==> config.mk <==
export PLATFORM = sky130hd
export DESIGN_NAME = nb_inverter
export DESIGN_NICKNAME = d
export VERILOG_FILES = /design/src/rtl/nb_inv_pkg.sv /design/src/rtl/nb_rotl.sv /design/src/rtl/nb_mo_mul.sv /design/src/rtl/nb_chain_ctrl.sv /design/src/rtl/nb_inverter.sv
export SDC_FILE = /design/constraint.sdc
export NUM_CORES = 2
export LEC_CHECK = 0
export ABC_CLOCK_PERIOD_IN_PS = 9800
export BUFFER_PORTS_ARGS = -buffer_cell sky130_fd_sc_hd__buf_2
export CAP_MARGIN = 20
export CELL_PAD_IN_SITES_DETAIL_PLACEMENT = 1
export CELL_PAD_IN_SITES_GLOBAL_PLACEMENT = 2
export CORE_MARGIN = 5
export CORE_UTILIZATION = 41
export DETAILED_ROUTE_END_ITERATION = 10
export PLACE_DENSITY = 0.95
export SYNTH_ARGS = -nofsm -noshare
export SYNTH_HDL_FRONTEND = slang
export SYNTH_SLANG_ARGS = --single-unit
==> constraint.sdc <==
create_clock -name clk -period 9.8 [get_ports clk]
set_clock_uncertainty 0.1 [all_clocks]
set_input_delay 1.96 -clock clk [delete_from_list [all_inputs] [get_ports clk]]
set_output_delay 1.96 -clock clk [all_outputs]
set_load 0.1 [all_outputs]
==> src/rtl/nb_inv_pkg.sv <==
package nb_inv_pkg;

  localparam int FIELD_M = 131;

  typedef enum logic [1:0] {
    CS_IDLE  = 2'd0,
    CS_ISSUE = 2'd1,
    CS_WAIT  = 2'd2
  } chain_st_e;

  // 2^n reduced modulo p
  function automatic int pow2_mod(input int n, input int p);
    int v;
    v = 1;
    for (int t = 0; t < n; t++) v = (v * 2) % p;
    return v;
  endfunction

  // k in [0,m) with 2^k == +e or -e (mod p); -1 when e == 0 (mod p)
  function automatic int dlog_pm(input int e, input int m, input int p);
    int v;
    int pw;
    int r;
    v  = ((e % p) + p) % p;
    pw = 1;
    r  = -1;
    if (v != 0) begin
      for (int k = 0; k < m; k++) begin
        if (r < 0 && (pw == v || pw == p - v)) r = k;
        pw = (pw * 2) % p;
      end
    end
    return r;
  endfunction

endpackage

==> src/rtl/nb_rotl.sv <==
// Left cyclic rotation by a variable amount (power-of-two raising in normal basis)
module nb_rotl #(
  parameter int W  = 131,
  parameter int SW = 8
) (
  input  logic [W-1:0]  din,
  input  logic [SW-1:0] amt,
  output logic [W-1:0]  dout
);

  logic [W-1:0] stg [SW+1];

  assign stg[0] = din;

  for (genvar s = 0; s < SW; s++) begin : g_stage
    localparam int R = (2 ** s) % W;
    logic [W-1:0] rot;
    if (R == 0) begin : g_id
      assign rot = stg[s];
    end else begin : g_rot
      assign rot = {stg[s][W-1-R:0], stg[s][W-1:W-R]};
    end
    assign stg[s+1] = amt[s] ? rot : stg[s];
  end

  assign dout = stg[SW];

endmodule

==> src/rtl/nb_mo_mul.sv <==
// Bit-serial type-II normal-basis multiplier: one product coefficient per cycle
module nb_mo_mul
  import nb_inv_pkg::*;
#(
  parameter int M = FIELD_M
) (
  input  logic         clk,
  input  logic         rst_n,
  input  logic         go,
  input  logic [M-1:0] op_x,
  input  logic [M-1:0] op_y,
  output logic         done,
  output logic [M-1:0] prod
);

  localparam int P  = 2 * M + 1;
  localparam int CW = $clog2(M);

  logic [M-1:0]  x_q, x_n, y_q, y_n, p_q, p_n;
  logic [CW-1:0] cnt_q, cnt_n;
  logic          busy_q, busy_n, done_q, done_n;
  logic          ld, stp;
  logic [M-1:0]  term;
  logic          obit;

  // coefficient of beta^(2^0) in x*y: row i pairs with j where 2^j == +-(2^i -+ 1) mod P
  for (genvar i = 0; i < M; i++) begin : g_row
    localparam int PI = pow2_mod(i, P);
    localparam int J1 = dlog_pm(PI - 1, M, P);
    localparam int J2 = dlog_pm(PI + 1, M, P);
    if (J1 >= 0 && J2 >= 0) begin : g_two
      assign term[i] = x_q[i] & (y_q[J1] ^ y_q[J2]);
    end else if (J1 >= 0) begin : g_j1
      assign term[i] = x_q[i] & y_q[J1];
    end else if (J2 >= 0) begin : g_j2
      assign term[i] = x_q[i] & y_q[J2];
    end else begin : g_none
      assign term[i] = 1'b0;
    end
  end

  assign obit = ^term;
  assign ld   = go && !busy_q;
  assign stp  = busy_q;

  always_comb begin
    x_n    = x_q;
    y_n    = y_q;
    p_n    = p_q;
    cnt_n  = cnt_q;
    busy_n = busy_q;
    done_n = 1'b0;
    if (ld) begin
      x_n    = op_x;
      y_n    = op_y;
      cnt_n  = '0;
      busy_n = 1'b1;
    end else if (stp) begin
      x_n   = {x_q[0], x_q[M-1:1]};
      y_n   = {y_q[0], y_q[M-1:1]};
      p_n   = {obit, p_q[M-1:1]};
      cnt_n = cnt_q + 1'b1;
      if (cnt_q == CW'(M - 1)) begin
        busy_n = 1'b0;
        done_n = 1'b1;
      end
    end
  end

  always_ff @(posedge clk or negedge rst_n) begin
    if (!rst_n) begin
      x_q    <= '0;
      y_q    <= '0;
      p_q    <= '0;
      cnt_q  <= '0;
      busy_q <= 1'b0;
      done_q <= 1'b0;
    end else begin
      if (ld || stp) begin
        x_q    <= x_n;
        y_q    <= y_n;
        cnt_q  <= cnt_n;
        busy_q <= busy_n;
      end
      if (stp) p_q <= p_n;
      done_q <= done_n;
    end
  end

  assign done = done_q;
  assign prod = p_q;


  mul_go_idle_chk: assert property (@(posedge clk) disable iff (!rst_n)
    go |-> !busy_q);

endmodule

==> src/rtl/nb_chain_ctrl.sv <==
// Sequencer for the addition chain over the binary digits of M-1
module nb_chain_ctrl
  import nb_inv_pkg::*;
#(
  parameter int M  = FIELD_M,
  parameter int KW = $clog2(M)
) (
  input  logic          clk,
  input  logic          rst_n,
  input  logic          start,
  input  logic          mul_done,
  output logic          load,
  output logic          mul_go,
  output logic          op_inc,
  output logic          cap,
  output logic          fin,
  output logic          busy,
  output logic [KW-1:0] rot_amt
);

  localparam int            E      = M - 1;
  localparam int            BIW    = (KW > 2) ? $clog2(KW) : 1;
  localparam logic [KW-1:0] EXP    = KW'(E);
  localparam logic [BIW-1:0] BI_TOP = BIW'(KW - 2);

  chain_st_e      st_q, st_n;
  logic [BIW-1:0] bi_q, bi_n;
  logic           inc_q, inc_n;
  logic [KW-1:0]  k_q, k_n;
  logic           adv;

  always_comb begin
    st_n   = st_q;
    bi_n   = bi_q;
    inc_n  = inc_q;
    k_n    = k_q;
    load   = 1'b0;
    mul_go = 1'b0;
    cap    = 1'b0;
    fin    = 1'b0;
    adv    = 1'b0;
    case (st_q)
      CS_IDLE: begin
        if (start) begin
          load  = 1'b1;
          st_n  = CS_ISSUE;
          bi_n  = BI_TOP;
          inc_n = 1'b0;
          k_n   = KW'(1);
        end
      end
      CS_ISSUE: begin
        mul_go = 1'b1;
        st_n   = CS_WAIT;
      end
      CS_WAIT: begin
        if (mul_done) begin
          cap = 1'b1;
          if (!inc_q) begin
            k_n = k_q << 1;
            if (EXP[bi_q]) begin
              inc_n = 1'b1;
              st_n  = CS_ISSUE;
            end else begin
              adv = 1'b1;
            end
          end else begin
            k_n = k_q + 1'b1;
            adv = 1'b1;
          end
          if (adv) begin
            inc_n = 1'b0;
            if (bi_q == '0) begin
              fin  = 1'b1;
              st_n = CS_IDLE;
            end else begin
              bi_n = bi_q - 1'b1;
              st_n = CS_ISSUE;
            end
          end
        end
      end
      default: st_n = CS_IDLE;
    endcase
  end

  always_ff @(posedge clk or negedge rst_n) begin
    if (!rst_n) begin
      st_q  <= CS_IDLE;
      bi_q  <= '0;
      inc_q <= 1'b0;
      k_q   <= '0;
    end else begin
      st_q <= st_n;
      if (load || cap) begin
        bi_q  <= bi_n;
        inc_q <= inc_n;
        k_q   <= k_n;
      end
    end
  end

  assign op_inc  = inc_q;
  assign rot_amt = inc_q ? KW'(1) : k_q;
  assign busy    = (st_q != CS_IDLE);


  mul_done_wait_chk: assert property (@(posedge clk) disable iff (!rst_n)
    mul_done |-> (st_q == CS_WAIT));

endmodule

==> src/rtl/nb_inverter.sv <==
module nb_inverter
  import nb_inv_pkg::*;
#(
  parameter int M = FIELD_M
) (
  input  logic         clk,
  input  logic         rst_n,
  input  logic         start,
  input  logic [M-1:0] elem_in,
  output logic         done,
  output logic [M-1:0] inv_out
);

  localparam int KW = $clog2(M);

  logic [M-1:0]  a_q, a_n, acc_q, acc_n, res_q, res_n;
  logic          done_q;
  logic [M-1:0]  x_op, y_op, prod;
  logic [KW-1:0] rot_amt;
  logic          load, mul_go, op_inc, cap, fin, busy, mul_done;

  nb_chain_ctrl #(.M(M), .KW(KW)) u_ctrl (
    .clk      (clk),
    .rst_n    (rst_n),
    .start    (start),
    .mul_done (mul_done),
    .load     (load),
    .mul_go   (mul_go),
    .op_inc   (op_inc),
    .cap      (cap),
    .fin      (fin),
    .busy     (busy),
    .rot_amt  (rot_amt)
  );

  nb_rotl #(.W(M), .SW(KW)) u_rot (
    .din  (acc_q),
    .amt  (rot_amt),
    .dout (x_op)
  );

  assign y_op = op_inc ? a_q : acc_q;

  nb_mo_mul #(.M(M)) u_mul (
    .clk   (clk),
    .rst_n (rst_n),
    .go    (mul_go),
    .op_x  (x_op),
    .op_y  (y_op),
    .done  (mul_done),
    .prod  (prod)
  );

  always_comb begin
    a_n   = load ? elem_in : a_q;
    acc_n = load ? elem_in : (cap ? prod : acc_q);
    res_n = fin ? {prod[M-2:0], prod[M-1]} : res_q;
  end

  always_ff @(posedge clk or negedge rst_n) begin
    if (!rst_n) begin
      a_q    <= '0;
      acc_q  <= '0;
      res_q  <= '0;
      done_q <= 1'b0;
    end else begin
      if (load) a_q <= a_n;
      if (load || cap) acc_q <= acc_n;
      if (fin) res_q <= res_n;
      done_q <= fin;
    end
  end

  assign done    = done_q;
  assign inv_out = res_q;


  done_pulse_chk: assert property (@(posedge clk) disable iff (!rst_n)
    done_q |=> !done_q);


  busy_hold_chk: assert property (@(posedge clk) disable iff (!rst_n)
    (busy && start) |=> $stable(a_q));


  zero_map_chk: assert property (@(posedge clk) disable iff (!rst_n)
    done_q |-> ((res_q == '0) == (a_q == '0)));


  res_hold_chk: assert property (@(posedge clk) disable iff (!rst_n)
    !$stable(res_q) |-> done_q);

endmodule

==> After elaboration in Yosys (flattened, before gate mapping) <==
Memories as Yosys holds them, arrays and structs flattened.
Index checks and enable logic that the tools add are counted.
{ "classes": {"magnitude_cmp": 1, "n_bitwise": 262, "n_eq_ne": 9, "n_reduce_logical": 16, "n_addsub": 3, "mux": 60} }
{ "ops": {"columns": ["operator", "count"], "rows": [
  ["$mux W131", 15],
  ["$and A1 B1 Y1", 131],
  ["$reduce_xor A131 Y1", 1],
  ["$xor A1 B1 Y1", 130],
  ["$mux W8", 6],
  ["$mux W1", 26],
  ["$add A8 B1 Y8 const B", 2],
  ["$pmux W8 S2", 1],
  ["$mux W3", 4],
  ["$mux W2", 5],
  ["$eq A8 B8 Y1 const B", 1],
  ["$reduce_and A4 Y1", 2],
  ["$pmux W2 S3", 1],
  ["$pmux W3 S2", 1],
  ["$reduce_and A2 Y1", 3],
  ["$reduce_and A6 Y1", 1],
  ["$reduce_bool A2 Y1", 3],
  ["$lt A3 B4 Y1 const B", 1],
  ["$ne A2 B1 Y1 const B", 2],
  ["$ne A2 B2 Y1 const B", 2],
  ["$logic_not A3 Y1", 1],
  ["$ne A3 B1 Y1 const B", 1],
  ["$ne A3 B3 Y1 const B", 1],
  ["$sub A3 B1 Y3 const B", 1],
  ["8 further kinds", 9]
]} }
{ "totals": {"output_inout_bits": 132, "word_cells": 366, "in_bits": 134, "romBits": 8, "regBits": 811, "n_memories": 1} }
{ "mem_list": {"columns": ["name", "depth", "width", "read_ports", "rd_ports_with_merged_regs", "wr", "line_no", "text"], "rows": [
  ["(no name shown)", 8, 1, 1, 0, 0, "nb_chain_ctrl.sv:61", "if (EXP[bi_q]) begin"]
]} }

==> Depth between registers and ports, before layout <==
{ "logic_depth": {"depth_word": 10, "ltp_mapped": 14, "depth_no_buf": 9} }

==> Cells and area by module <==
Synthesis repeated with hierarchy kept, for this count alone.
{ "hier_totals": {"cells_unflattened": 4022, "area_unflattened_um2": 51295.4} }
{ "by_module_without_submodules": {"columns": ["module", "seq_area_each_um2", "area_each_um2", "cells_per_inst", "instances"], "rows": [
  ["nb_mo_mul", 10084.7, 20101.8, 1874, 1],
  ["nb_inverter", 9859.5, 17792.1, 1400, 1],
  ["nb_rotl", 0.0, 12440.7, 644, 1],
  ["nb_chain_ctrl", 350.3, 960.9, 104, 1]
]} }

==> Worst setup path before layout <==
Ideal clock, no wire load.
{ "synth_path": {"kind": "input -> register", "startpoint": "input start", "endpoint": "register acc_q[100]", "setup_time_ns": 0.067, "stages": 6, "setup_slack_ns": 6.579, "t_arrival_ns": 3.054, "n_path_buf": 3, "t_required_ns": 9.633, "path_cell_list": "and2_1 clkbuf_1 clkbuf_1 clkbuf_1 a22oi_1 nand2_1"} }
{ "synth_between": {"elab_chain_len": 4} }
{ "synth_lines": {"columns": ["element", "line_no", "text"], "rows": [
  ["start: declaration", "nb_inverter.sv:8", "input logic start,"],
  ["$mux W1 *", "nb_chain_ctrl.sv:44", "if (start) begin"],
  ["$mux W1 *", "nb_chain_ctrl.sv:42", "case (st_q)"],
  ["$reduce_bool A2 Y1 (no line) or $logic_or A1 B1 Y1 (tied branches)", null, null],
  ["$reduce_and A2 Y1 (no line)", null, null],
  ["end signal: assignment", "nb_inverter.sv:68", "if (load || cap) acc_q <= acc_n;"],
  ["end: declaration", "nb_inverter.sv:16", "logic [M-1:0] a_q, a_n, acc_q, acc_n, res_q, res_n;"]
]} }
Mark *: on every way between the ends. The rest lies on a longest branch, timed or not.
A chain may end at the register's enable or synchronous reset.

==> Worst setup path after layout <==
{ "layout_path": {"startpoint": "register u_ctrl.k_q[0]", "endpoint": "register u_mul.x_q[70]"} }
{ "layout_between": {"elab_chain_len": 10} }
{ "layout_lines": {"columns": ["element", "line_no", "text"], "rows": [
  ["start: declaration", "nb_chain_ctrl.sv:29", "logic [KW-1:0] k_q, k_n;"],
  ["start signal: assignment", "nb_chain_ctrl.sv:98", "k_q <= k_n;"],
  ["$mux W8", "nb_chain_ctrl.sv:104", "assign rot_amt = inc_q ? KW'(1) : k_q;"],
  ["$mux W131 (8 in a row)", "nb_rotl.sv:23", "assign stg[s+1] = amt[s] ? rot : stg[s];"],
  ["$mux W131", "nb_mo_mul.sv:53", "if (ld) begin"],
  ["end signal: assignment", "nb_mo_mul.sv:80", "x_q <= x_n;"],
  ["end: declaration", "nb_mo_mul.sv:19", "logic [M-1:0] x_q, x_n, y_q, y_n, p_q, p_n;"]
]} }
Every way passes these cells.

==> out/qor.yml <==
grt_start_max_net_pins: 192
cts_buffer_depth: 3
grt_pass1_wl_mm: 363
synth_area_leader_cell: "dfrtp_1"
hold_buffers: 0
yosys.cell_types.count: 82
die-area_sq_um: 131000
htreeDepth: 3
wl_mm: 252
synth.net_count: 6270
gr-usage-all-layers_pct: 37.2
cp.buffers_inverters: 2
status: "finished, violations left"
rsz0062_at_grt: "no"
place_hpwl_mm: 188
postSynthAreaPerCell_sq_um: 8.29
multiInputGateArea_sq_um: 28600
wl_met3_mm: 29.4
synthToLayoutAreaGrowth_pct: 10.9
place_ws_ps: 4510
num_rows: 129
crit_path_max_incr_delay_ps: 940
place_inst: 7622
crit_path_frequent_cell: "buf_4"
design_area_sq_um: 56300
ff_latch_area_sq_um: 20300
die_x_microns: 362
synth-seq-cells: 811
synth.top_cell.area_share_pct: 40.0
powerDensity_nw_per_um2: 413
ys_warn_count: 0
fillers: 14686
tritoncts: "built"
drt-met1-wl_mm: 98.9
crit_path_end_kind: "flip-flop"
synth_edf_count: 0
crit_fanout: 53
hp-class: "flip-flop to flip-flop"
slew_viol_final: 0
final_nets: 6221
cts_made_buffers: 89
violations: "DRC"
critPathKind: "flip-flop to flip-flop"
ios: 266
cts_root_buf: "clkbuf_16"
avgViaCountPerCell: 6.61
ys_seq_area_share_pct: 40.0
critical_path.cell_chain: "or4_2 -> buf_4 -> buf_4 -> o22ai_1 -> o31ai_1 -> nand4_1 -> a222oi_1 -> a21boi_0 -> a21oi_1 -> o221ai_1"
synth_ff_type: "dfrtp_1"
top_layer: "met5"
post_dp_cell_area_sq_um: 53200
finalSetupViolations: 0
start_util_pct: 41.2
worst_setup_path_start_kind: "flip-flop"
maxCapViolations: 0
place_congestion: 1.04
post_cts_resized: 0
tns_ps: 0
synth_area_leaders: "dfrtp_1 40%, nand2_1 12%, mux2i_1 5.3%, mux2_2 3.7%, nor2_1 3.5%"
fin_crit_ps: 5610
finalHoldViolCount: 0
timing.fmax_ghz: 0.178
crit_family: "compound AO/OA/AOI/OAI gates"
cts.sinks: 811
cts_setup_buffers: 0
ir_drop_mv: 0.533
setup_ws_ps: 4190
drc_errors: 1
synthesis.area_sq_um: 50800
arrival_ps: 6150
clk_latency_ps: 730
layout-drive-gt1-share_pct: 13.0
vias: 51524
p_leak_nw: 26.2
dr_wl_met2_mm: 105
period_share_pct: 57.3
antenna_found_initial: 9
wire_per_inst_microns: 32.4
instances_no_fill: 7794
ant_nets: 0
max_slew_margin_pct: 14.1
dr.pass1.iters: 11
initialDrtViolationCount: 7034
syn_inst: 6129
grt_overflow: 0
core_sq_um: 123000
io_buffers: 265
clk_pin_slew_worst_paths_ps: 60
postSynth.asyncResetShare_pct: 100
die_h_microns: 362
critPathRequiredTime_ps: 10340
cp_slowest_cell: "dfrtp_4"
worstMarginPinSlew_ps: 1250
first_global_vias: 50611
==> path summary, 6_finish.rpt <==
check | slack (ps) | to | depth (start not counted) | startpoint
setup / recovery | 4190 | u_mul.x_q[70] | 10 | u_ctrl.k_q[0]
hold / removal | 370 | inv_out[41] | 2 | inv_out[41]
setup reg to reg | 4190 | u_mul.x_q[70] | 10 | u_ctrl.k_q[0]
hold reg to reg | 370 | inv_out[41] | 2 | inv_out[41]
max in group asynchronous | 6420 | a_q[30] | 3 | rst_n
min in group asynchronous | 1160 | u_mul.y_q[124] | 1 | rst_n
==> worst register-to-register path: cells and delay by family (launching register included) <==
kind,cells,cell delay (ps)
and+or+nand+nor,2,870
DFF,1,940
buffers and inverters,2,1000
AOI/OAI and AO/OA,6,2620
==> Yosys cell counts, drive strengths merged, types with 13 or more instances <==
cell type  count
nor4          37
dfrtp        811
o221ai        80
a21o          74
o211ai        41
nand4         24
a22o          28
o21ai        234
a22oi        166
xnor2        108
mux2         166
o2bb2ai       28
a222oi        73
a31oi        175
nand2b        78
mux2i        267
o22a          13
nor3          55
inv           18
nand2       1575
and3          37
nand3         36
nor2         467
a31o          57
clkbuf       397
buf          109
a21oi        345
a211oi        37
xor2         125
or4           13
o22ai        200
o31ai         72
a2bb2oi       26
==> per-stage QoR <==
| step | hold WS [ps] | power, W | utilization, % |
|---|---|---|---|
| 6_report | 368 | 0.0233 | 45.7 |
| 5_1_grt | 397 | 0.0238 | 45.7 |
| 4_1_cts | 374 | 0.0225 | 45.6 |
| 3_5_place_dp | 357 | 0.0187 | 43.1 |
| 3_3_place_gp | 352 | 0.0185 | 43.1 |
| 2_1_floorplan | 345 | 0.0130 | - |
==> sequential cells by signal, indices dropped and copies added, names as in the netlist <==
signal,cells
acc_q,131
u_ctrl.k_q,8
u_ctrl.st_q,2
u_mul.busy_q,1
u_ctrl.bi_q,3
a_q,131
u_mul.x_q,131
u_mul.done,1
u_mul.cnt_q,8
inv_out,131
u_mul.prod,131
u_ctrl.op_inc,1
u_mul.y_q,131
done,1
==> layer usage <==
| metal | GRT usage, % | vias up |
|---|---|---|
| met1 | 48.6 | 25890 |
| met5 | 0 | - |
| met3 | 12.1 | 723 |
| met4 | 21.8 | 10 |
| li1 | - | 21904 |
| met2 | 54.1 | 2997 |
==> where the power goes <==
group / leakage (nW) / internal [W] / switching (W) / total [W]
registers: 10.6 / 0.00440 / 0.00206 / 0.00646
clock network: 1.52 / 0.00215 / 0.00152 / 0.00367
logic: 14.1 / 0.00422 / 0.00891 / 0.0131
==> layout make-up <==
cell class              instances  area share [%]
clock buffers                 133            4.66
diodes                          4          0.0178
clock inverters                31           0.889
inverters                      19           0.135
well taps                    1637            3.64
flip-flops and latches        811            36.0
multi-input cells            4793            50.7
repair buffers                366            3.91
==> cell families after synthesis <==
family	share of synthesized area, %
AOI/OAI and AO/OA	23.2
xor gates and xnor gates	4.24
adders and majority gates	0.172
buffers and inverters	4.22
DFF	40.0
muxes	8.94
and+or+nand+nor	19.2
==> layout by cell type (no fill, tap or decap), types with 125 or more instances in the layout <==
cell     synthesis  final
mux2i_1        267    267
xor2_1         125    125
o22ai_1        200    200
o21ai_0        227    227
a31oi_1        175    175
buf_2           38    267
mux2_2         166    166
nand2_1       1575   1571
nor2_1         467    462
a22oi_1        166    166
dfrtp_1        811    808
a21oi_1        345    345
Power figures use the tool's default switching activity.
